==> config.mk <==
export PLATFORM = sky130hd
export DESIGN_NAME = modem_cts_ctl
export DESIGN_NICKNAME = d
export VERILOG_FILES = /design/src/rtl/modem_pkg.sv /design/src/rtl/modem_sync.sv /design/src/rtl/modem_delta.sv /design/src/rtl/cts_gate.sv /design/src/rtl/modem_cts_ctl.sv
export SDC_FILE = /design/constraint.sdc
export NUM_CORES = 1
export LEC_CHECK = 0
export BUFFER_PORTS_ARGS = -buffer_cell sky130_fd_sc_hd__buf_2
export CELL_PAD_IN_SITES_DETAIL_PLACEMENT = 1
export CELL_PAD_IN_SITES_GLOBAL_PLACEMENT = 2
export CORE_MARGIN = 4
export CORE_UTILIZATION = 30
export DETAILED_ROUTE_END_ITERATION = 10
export PLACE_DENSITY_LB_ADDON = 0.1
export SLEW_MARGIN = 10
export SYNTH_ARGS = -nofsm -noshare
export SYNTH_HDL_FRONTEND = slang
export SYNTH_HIERARCHICAL = 1
export SYNTH_SLANG_ARGS = --single-unit
==> constraint.sdc <==
create_clock -name clk -period 1.64 [get_ports clk]
set_clock_uncertainty 0.2 [all_clocks]
set_input_delay 0.164 -clock clk [delete_from_list [all_inputs] [get_ports clk]]
set_output_delay 0.164 -clock clk [all_outputs]
set_load 0.01 [all_outputs]
==> src/rtl/modem_pkg.sv <==
// Shared types for the modem control block.
// Assumes the transmitter reports its phase with the encoding below.
package modem_pkg;
    typedef enum logic [1:0] {
        TXP_IDLE    = 2'd0,
        TXP_SEND    = 2'd1,
        TXP_MIDSTOP = 2'd2
    } tx_phase_e;

    localparam int MODEM_LINES = 4;
    localparam int IDX_CTS = 0;
    localparam int IDX_DCD = 1;
    localparam int IDX_DSR = 2;
    localparam int IDX_RI  = 3;
endpackage

==> src/rtl/modem_sync.sv <==
// Multi-stage synchronizer for asynchronous modem pins.
// Assumes pins idle high; every stage resets to RESET_VAL.
module modem_sync #(
    parameter int              WIDTH     = 4,
    parameter int              STAGES    = 2,
    parameter logic [WIDTH-1:0] RESET_VAL = '1
) (
    input  logic             clk,
    input  logic             rst_n,
    input  logic [WIDTH-1:0] d_async,
    output logic [WIDTH-1:0] q_sync
);
    logic [WIDTH-1:0] chain [STAGES];

    genvar s;
    generate
        for (s = 0; s < STAGES; s++) begin : g_stage
            // Shift the pin value one stage further along the chain.
            always_ff @(posedge clk) begin
                if (!rst_n)      chain[s] <= RESET_VAL;
                else if (s == 0) chain[s] <= d_async;
                else             chain[s] <= chain[(s > 0) ? s-1 : 0];
            end
        end
    endgenerate

    assign q_sync = chain[STAGES-1];
endmodule

==> src/rtl/modem_delta.sv <==
// Change detector with sticky flags and clear-on-read.
// Lines other than RI_IDX flag on any change. RI_IDX flags only on a
// low-to-high transition. A new event in the same cycle as a read wins.
module modem_delta #(
    parameter int WIDTH  = 4,
    parameter int RI_IDX = 3
) (
    input  logic             clk,
    input  logic             rst_n,
    input  logic [WIDTH-1:0] lvl,
    input  logic             status_rd,
    output logic [WIDTH-1:0] flags
);
    logic [WIDTH-1:0] prev;
    logic [WIDTH-1:0] ev;

    // Remember the previous synchronized level for edge detection.
    always_ff @(posedge clk) begin
        if (!rst_n) prev <= '1;
        else        prev <= lvl;
    end

    genvar i;
    generate
        for (i = 0; i < WIDTH; i++) begin : g_line
            if (i == RI_IDX) begin : g_rise
                // Only the end of a ring (low to high) counts.
                assign ev[i] = ~prev[i] & lvl[i];
            end else begin : g_any
                // Either direction counts.
                assign ev[i] = prev[i] ^ lvl[i];
            end

            // Sticky flag: set by an event, cleared by a read.
            always_ff @(posedge clk) begin
                if (!rst_n) flags[i] <= 1'b0;
                else        flags[i] <= (flags[i] & ~status_rd) | ev[i];
            end

            // an observed change is flagged on the next edge.
            assert_flag_set_R5: assert property (@(posedge clk) disable iff (!rst_n)
                ev[i] |=> flags[i]);
            // a read with no new event leaves the flag clear.
            assert_read_clears_R7: assert property (@(posedge clk) disable iff (!rst_n)
                (status_rd && !ev[i]) |=> !flags[i]);
        end
    endgenerate

    // a falling ring pin never sets the ring flag by itself.
    assert_ri_fall_quiet_R6: assert property (@(posedge clk) disable iff (!rst_n)
        (!flags[RI_IDX] && !(~prev[RI_IDX] & lvl[RI_IDX])) |=> !flags[RI_IDX]);
endmodule

==> src/rtl/cts_gate.sv <==
// Grants the start of the next transmit byte.
// With gating on, the grant uses the latched mid-stop sample or the live
// synchronized level. Assumes the transmitter leaves idle the cycle after
// a grant, and that cts_lvl is already synchronized (low = clear).
module cts_gate
    import modem_pkg::*;
(
    input  logic      clk,
    input  logic      rst_n,
    input  logic      cts_lvl,
    input  logic      auto_en,
    input  tx_phase_e phase,
    input  logic      byte_ready,
    output logic      grant
);
    logic mid_ok;
    logic cts_act;
    logic is_idle;

    assign cts_act = ~cts_lvl;
    assign is_idle = (phase == TXP_IDLE);

    // Latch the clear-to-send decision at the middle of the stop bit and
    // drop it once used or once the idle transmitter has nothing to send.
    always_ff @(posedge clk) begin
        if (!rst_n)                                mid_ok <= 1'b0;
        else if (phase == TXP_MIDSTOP)             mid_ok <= cts_act;
        else if (is_idle && (!byte_ready || grant)) mid_ok <= 1'b0;
    end

    // Start permission: idle with data, and clear-to-send if gating is on.
    always_comb begin
        grant = is_idle && byte_ready && (!auto_en || mid_ok || cts_act);
    end

    // no grant outside idle.
    assert_grant_idle_R12: assert property (@(posedge clk) disable iff (!rst_n)
        grant |-> (phase == TXP_IDLE));
    // a blocked mid-stop sample holds back the byte while the pin stays high.
    assert_midstop_block_R4: assert property (@(posedge clk) disable iff (!rst_n)
        (phase == TXP_MIDSTOP && cts_lvl && auto_en) |=> !(grant && cts_lvl && auto_en));
endmodule

==> src/rtl/modem_cts_ctl.sv <==
// Top: synchronizes the modem pins, gates transmit starts on clear-to-send
// and forms the modem status interrupt from the change flags.
// Assumes all pins idle high and status_rd is a single-cycle strobe.
module modem_cts_ctl
    import modem_pkg::*;
#(
    parameter int SYNC_STAGES = 2
) (
    input  logic       clk,
    input  logic       rst_n,
    input  logic       cts_in,
    input  logic       dcd_in,
    input  logic       dsr_in,
    input  logic       ri_in,
    input  logic       auto_cts_en,
    input  logic       msi_en,
    input  logic       cts_irq_en,
    input  logic [1:0] tx_phase,
    input  logic       byte_ready,
    input  logic       status_rd,
    output logic       start_grant,
    output logic       d_cts,
    output logic       d_dcd,
    output logic       d_dsr,
    output logic       ri_end,
    output logic       irq
);
    logic [MODEM_LINES-1:0] pins;
    logic [MODEM_LINES-1:0] lvl;
    logic [MODEM_LINES-1:0] flags;
    logic                   cts_may_irq;
    logic                   other_evt;

    // Gather the pins in line-index order.
    always_comb begin
        pins          = '1;
        pins[IDX_CTS] = cts_in;
        pins[IDX_DCD] = dcd_in;
        pins[IDX_DSR] = dsr_in;
        pins[IDX_RI]  = ri_in;
    end

    modem_sync #(
        .WIDTH     (MODEM_LINES),
        .STAGES    (SYNC_STAGES),
        .RESET_VAL ('1)
    ) u_sync (
        .clk     (clk),
        .rst_n   (rst_n),
        .d_async (pins),
        .q_sync  (lvl)
    );

    modem_delta #(
        .WIDTH  (MODEM_LINES),
        .RI_IDX (IDX_RI)
    ) u_delta (
        .clk       (clk),
        .rst_n     (rst_n),
        .lvl       (lvl),
        .status_rd (status_rd),
        .flags     (flags)
    );

    cts_gate u_gate (
        .clk        (clk),
        .rst_n      (rst_n),
        .cts_lvl    (lvl[IDX_CTS]),
        .auto_en    (auto_cts_en),
        .phase      (tx_phase_e'(tx_phase)),
        .byte_ready (byte_ready),
        .grant      (start_grant)
    );

    assign d_cts  = flags[IDX_CTS];
    assign d_dcd  = flags[IDX_DCD];
    assign d_dsr  = flags[IDX_DSR];
    assign ri_end = flags[IDX_RI];

    // Interrupt: other lines always count; clear-to-send counts unless gating
    // is on without its own enable.
    always_comb begin
        cts_may_irq = !auto_cts_en || cts_irq_en;
        other_evt   = d_dcd || d_dsr || ri_end;
        irq         = msi_en && (other_evt || (d_cts && cts_may_irq));
    end

    // master enable off means no interrupt.
    assert_msi_off_R8: assert property (@(posedge clk) disable iff (!rst_n)
        !msi_en |-> !irq);
    // clear-to-send alone is silent under gating without its enable.
    assert_cts_masked_R10: assert property (@(posedge clk) disable iff (!rst_n)
        (auto_cts_en && !cts_irq_en && !d_dcd && !d_dsr && !ri_end) |-> !irq);
endmodule

# --- Yosys cells after proc, flatten, opt, wreduce, memory -nomap -nowiden ---
# Memories as Yosys holds them, arrays and structs flattened.
# Index checks and enable logic that the tools add are counted.
# Widths: inputs -> output; s select.
op_classes:
  addsub: 0
  multipliers: 0
  div_mod_pow: 0
  n_lt_le_gt_ge: 0
  n_eq_ne: 1
  shift: 0
  n_mux: 6
  bitwise: 17
  reduce_logical: 16
ops:
  columns: ["op", "count"]
  rows:
  - ["$mux 4", 2]
  - ["$logic_or 1x1->1", 7]
  - ["$or 1x1->1", 6]
  - ["$and 1x1->1", 5]
  - ["$logic_and 1x1->1", 5]
  - ["$mux 1", 4]
  - ["$not 1->1", 3]
  - ["$xor 1x1->1", 3]
  - ["$eq 2x2->1 const B", 1]
  - ["$logic_not 1->1", 2]
  - ["$logic_not 2->1", 1]
  - ["$reduce_bool 2->1", 1]
word_totals:
  ff_bits: 9
  latchBits: 0
  mem_bits_rw: 8
  mem_bits_ro: 0
  input_bits: 13
  out_inout_bits: 6
  elab_cells: 47
  memories: 1
memory_table:
  columns: ["name", "depth", "width", "read_ports", "rd_ports_with_merged_regs", "write_ports", "line", "text"]
  rows:
  - ["u_sync.chain", 2, 4, 2, 0, 2, "modem_sync.sv:13", "logic [WIDTH-1:0] chain [STAGES];"]

# --- Depth between registers and ports, before layout ---
depth:
  depth_word: 8
  depth_mapped: 3
  ltp_nobuf: 3

# --- Modules after synthesis ---
# The synthesis kept the hierarchy.
modules_own_cells:
  columns: ["module", "instances", "cells_each", "area_per_inst_um2", "seq_area_each_um2"]
  rows:
  - ["modem_delta", 1, 24, 276.5, 160.2]
  - ["modem_sync", 1, 16, 210.2, 160.2]
  - ["cts_gate", 1, 6, 56.3, 20.0]
  - ["modem_cts_ctl", 1, 4, 26.3, 0.0]

# --- Worst setup path before layout ---
# No wires, ideal clock.
synth_path:
  path_type: "register to output"
  startpoint: "register u_delta.flags[2]"
  endpoint: "output irq"
  t_arrival_ns: 0.675
  required_time_ns: 1.276
  path_slack_ns: 0.601
  stages_incl_launch_ff: 3
  path_buffers: 0
  cell_sequence: "dfxtp_1 nor3_2 a21boi_1"
synth_via:
  elab_chain_len: 4
synth_lines:
  columns: ["item", "line", "text"]
  rows:
  - ["start: declaration", "modem_delta.sv:12", "output logic [WIDTH-1:0] flags"]
  - ["start signal: indexed assignment", "modem_delta.sv:37", "else flags[i] <= (flags[i] & ~status_rd) | ev[i];"]
  - ["$logic_or 1x1->1 (2 in series)", "modem_cts_ctl.sv:84", "other_evt = d_dcd || d_dsr || ri_end;"]
  - ["$logic_or 1x1->1", "modem_cts_ctl.sv:85", "irq = msi_en && (other_evt || (d_cts && cts_may_irq));"]
  - ["$logic_and 1x1->1", "modem_cts_ctl.sv:85", null]
  - ["end: declaration", "modem_cts_ctl.sv:26", "output logic irq"]
# No other way between the ends.

# --- Worst setup path in the final report ---
layout_path:
  startpoint: "input tx_phase[0]"
  endpoint: "output start_grant"
layout_via:
  elab_chain_len: 3
layout_lines:
  columns: ["item", "line", "text"]
  rows:
  - ["start: declaration", "modem_cts_ctl.sv:18", "input logic [1:0] tx_phase,"]
  - ["$logic_not 2->1", "cts_gate.sv:21", "assign is_idle = (phase == TXP_IDLE);"]
  - ["$logic_and 1x1->1 (2 in series)", "cts_gate.sv:33", "grant = is_idle && byte_ready && (!auto_en || mid_ok || cts_act);"]
  - ["end: declaration", "modem_cts_ctl.sv:21", "output logic start_grant,"]
# No other way between the ends.

==> metrics.txt <==
number of synthesized flops with an enable pin=0; largest cells by area after synthesis=dfxtp_1 (60%), nand2b_1 (19%), a21boi_1 (5.3%), xnor2_1 (4.6%), a21boi_2 (2.0%); Total Nets Final=97; die area=2660 sq um; Min Clock Period, post-route=1560 ps; CORE AREA=1760 sq um; peak supply drop=0.000475 V; Max Buffers Root-to-Sink=2; final instance area=830 sq um; crit path launch type=input port; Netlist cell types=13; Max Freq=about 640 MHz; first-pass GRT wire length=1940 um; CTS clock-pin slew for the worst setup and hold paths=90 ps; via count=443; number of global-route vias before repair=458; io pins=19; Mapped Area=569 sq um; top cells by instance count after synthesis=dfxtp_1 (17), nand2b_1 (17), a21boi_1 (4); GRT met3 Usage=0.0287; CTS H-tree lvls=1; post-synthesis sequential area ratio=0.598; Yosys top cell area share=0.598; required time worst endpoint=1280 ps; Cell Chain, Critical Path=dlygate4sd3_1, buf_2, nor2_1, o211a_1, buf_2; Synth Instances=50; met1 usage=0.114; CTS tree=built; Core Util, Final=0.470; total power=734 uW; ANT cells=0; Critical-path top delay cell=dlygate4sd3_1; LEAKAGE=0.000356 uW; number of vias per cell=4.10; gpl congestion=around 0.63; drt drc=0; row cnt=15; DRT iter0 DRCs=2; Power per Cell Area=885 nW/um^2; Final setup viols=0; crit path from=tx_phase[0]; RSZ-0062 raised after global routing=false; post-CTS setup buffers=0; layout cell share with drive strength beyond 1=0.277; root buf cell=clkbuf_4; max cap viols=0; Detailed Route WL=between 1000 and 1500 um; die width=51.6 um; largest area contributor in the netlist=dfxtp_1; Arr. time, crit path=roughly 1200 ps; Worst Hold Class=input port to flip-flop; Post-synth ARST share=0; Max-slew headroom=0.850; largest net degree at the start of global routing=19; Clk Latency, worst-skew pair=280 ps; hold-critical path depth=3; Syn Nets=63; status=finished, final reports clean; critical path peak fanout=3; grt met2 use=0.159; Area growth, synth to finish=45.7%; total CTS buffers=3; Hold Crit Endpoint=u_gate/mid_ok; FF-to-FF End=u_gate/mid_ok; total congestion overflow=0; R2R setup slack=650 ps; CP top delay family=buffers and inverters; CP Capture Type=output pin; final hold vios=0; CP Class=input port to output pin; Worst Max-Slew Pin Slew=222 ps; Final ANT Viol Nets=0; critical path buffer and inverter count=3; most used routing layer=met2; die height=51.6 um; initial antenna violation count=0; Finished Layout Cells=108; Avg Inst Size Synth=11.4 sq um; Placed Cells=93; number of synthesized register bits=17; R2R Path Start=u_sync/chain[1][0]; CP peak stage delay=540 ps; CTS Sinks=17; most used cell, CP=buf_2; fin. max-slew vios=0; initial cell density of the core=0.323; part of the cycle the worst path needs=0.953; Main synth FF type=dfxtp_1; total negative slack=0 ps; Tot GR Track Use=0.0975; cells on worst reg2reg path=2; Ys Warns=6; placed cell area=691 sq um; port bufs=18; First-pass DRT Iterations=2; HP Start=tx_phase[1]; WL per Instance=9.88 um
[report_power, final]
group | internal (uW) | switching [uW]
clock network | 94.4 | 120
logic | 52.5 | 28.9
registers | 430 | 8.28
total | 576 | 158
[routing by layer]
layer,up-vias,wire length (um),part of all wire
met5,-,0,0
met4,0,0,0
met3,0,72,0.067
met2,15,495,0.46
met1,200,499,0.47
li1,228,-,-
[kinds of logic after synthesis]
family / Yosys count / share of synthesized area
AOI/OAI and AO/OA: 8 / 0.114
xor gates and xnor gates: 3 / 0.0462
buffers and inverters: 1 / 0.00659
DFF: 17 / 0.598
and+or+nand+nor: 21 / 0.235
[registers in the layout, indices dropped and copies added (netlist names)]
name and count:
u_sync/chain 8, u_delta/flags 4, u_delta/prev 4, u_gate/mid_ok 1
[how the worst max path moves through the flow]
stage          cells past startpoint  slack [ps]                 end
2_1_floorplan                      2         600                 irq
3_3_place_gp                       3         500         start_grant
3_5_place_dp                       3         500       u_gate/mid_ok
4_1_cts                            4          30  u_sync/chain[0][2]
5_1_grt                            5          10         start_grant
6_report                           5          80         start_grant
[cells in the final DEF, fill, tap and decap left out, types with 3 or more instances in the layout]
master,count
dlygate4sd3_1,11
clkbuf_4,3
buf_2,17
a21boi_1,4
xnor2_1,3
nand2b_1,17
dfxtp_1,17
[worst reg2reg max path, delay by kind of cell (launching register included)]
family | cells | cell delay [ps]
AO/OA/AOI/OAI | 1 | 130
AND/OR/NAND/NOR | 1 | 260
flip-flops | 1 | 350
[timing repair]
| action | in CTS | in global routing |
|---|---|---|
| endpoints found under the setup margin | 0 | 4 |
| endpoints found under the hold margin | 16 | 0 |
| gates resized for setup | 0 | 2 |
| hold buffers | 11 | 0 |
[through the flow]
stage               hold slack [ps]  worst slack, ps
floorplan                      37.0              601
global placement                146              505
detailed placement              149              501
CTS                            99.2             33.3
global route                    111             10.7
finish                          113             77.0
[cell type report]
type,instances,area (sq um)
fillers,216,935
flip-flops and latches,17,340
multi-input cells,32,225
repair buffers,29,203
well taps,25,31.3
clock buffers,4,26.3
inverters,1,3.75
(Power assumes the default switching activity.)
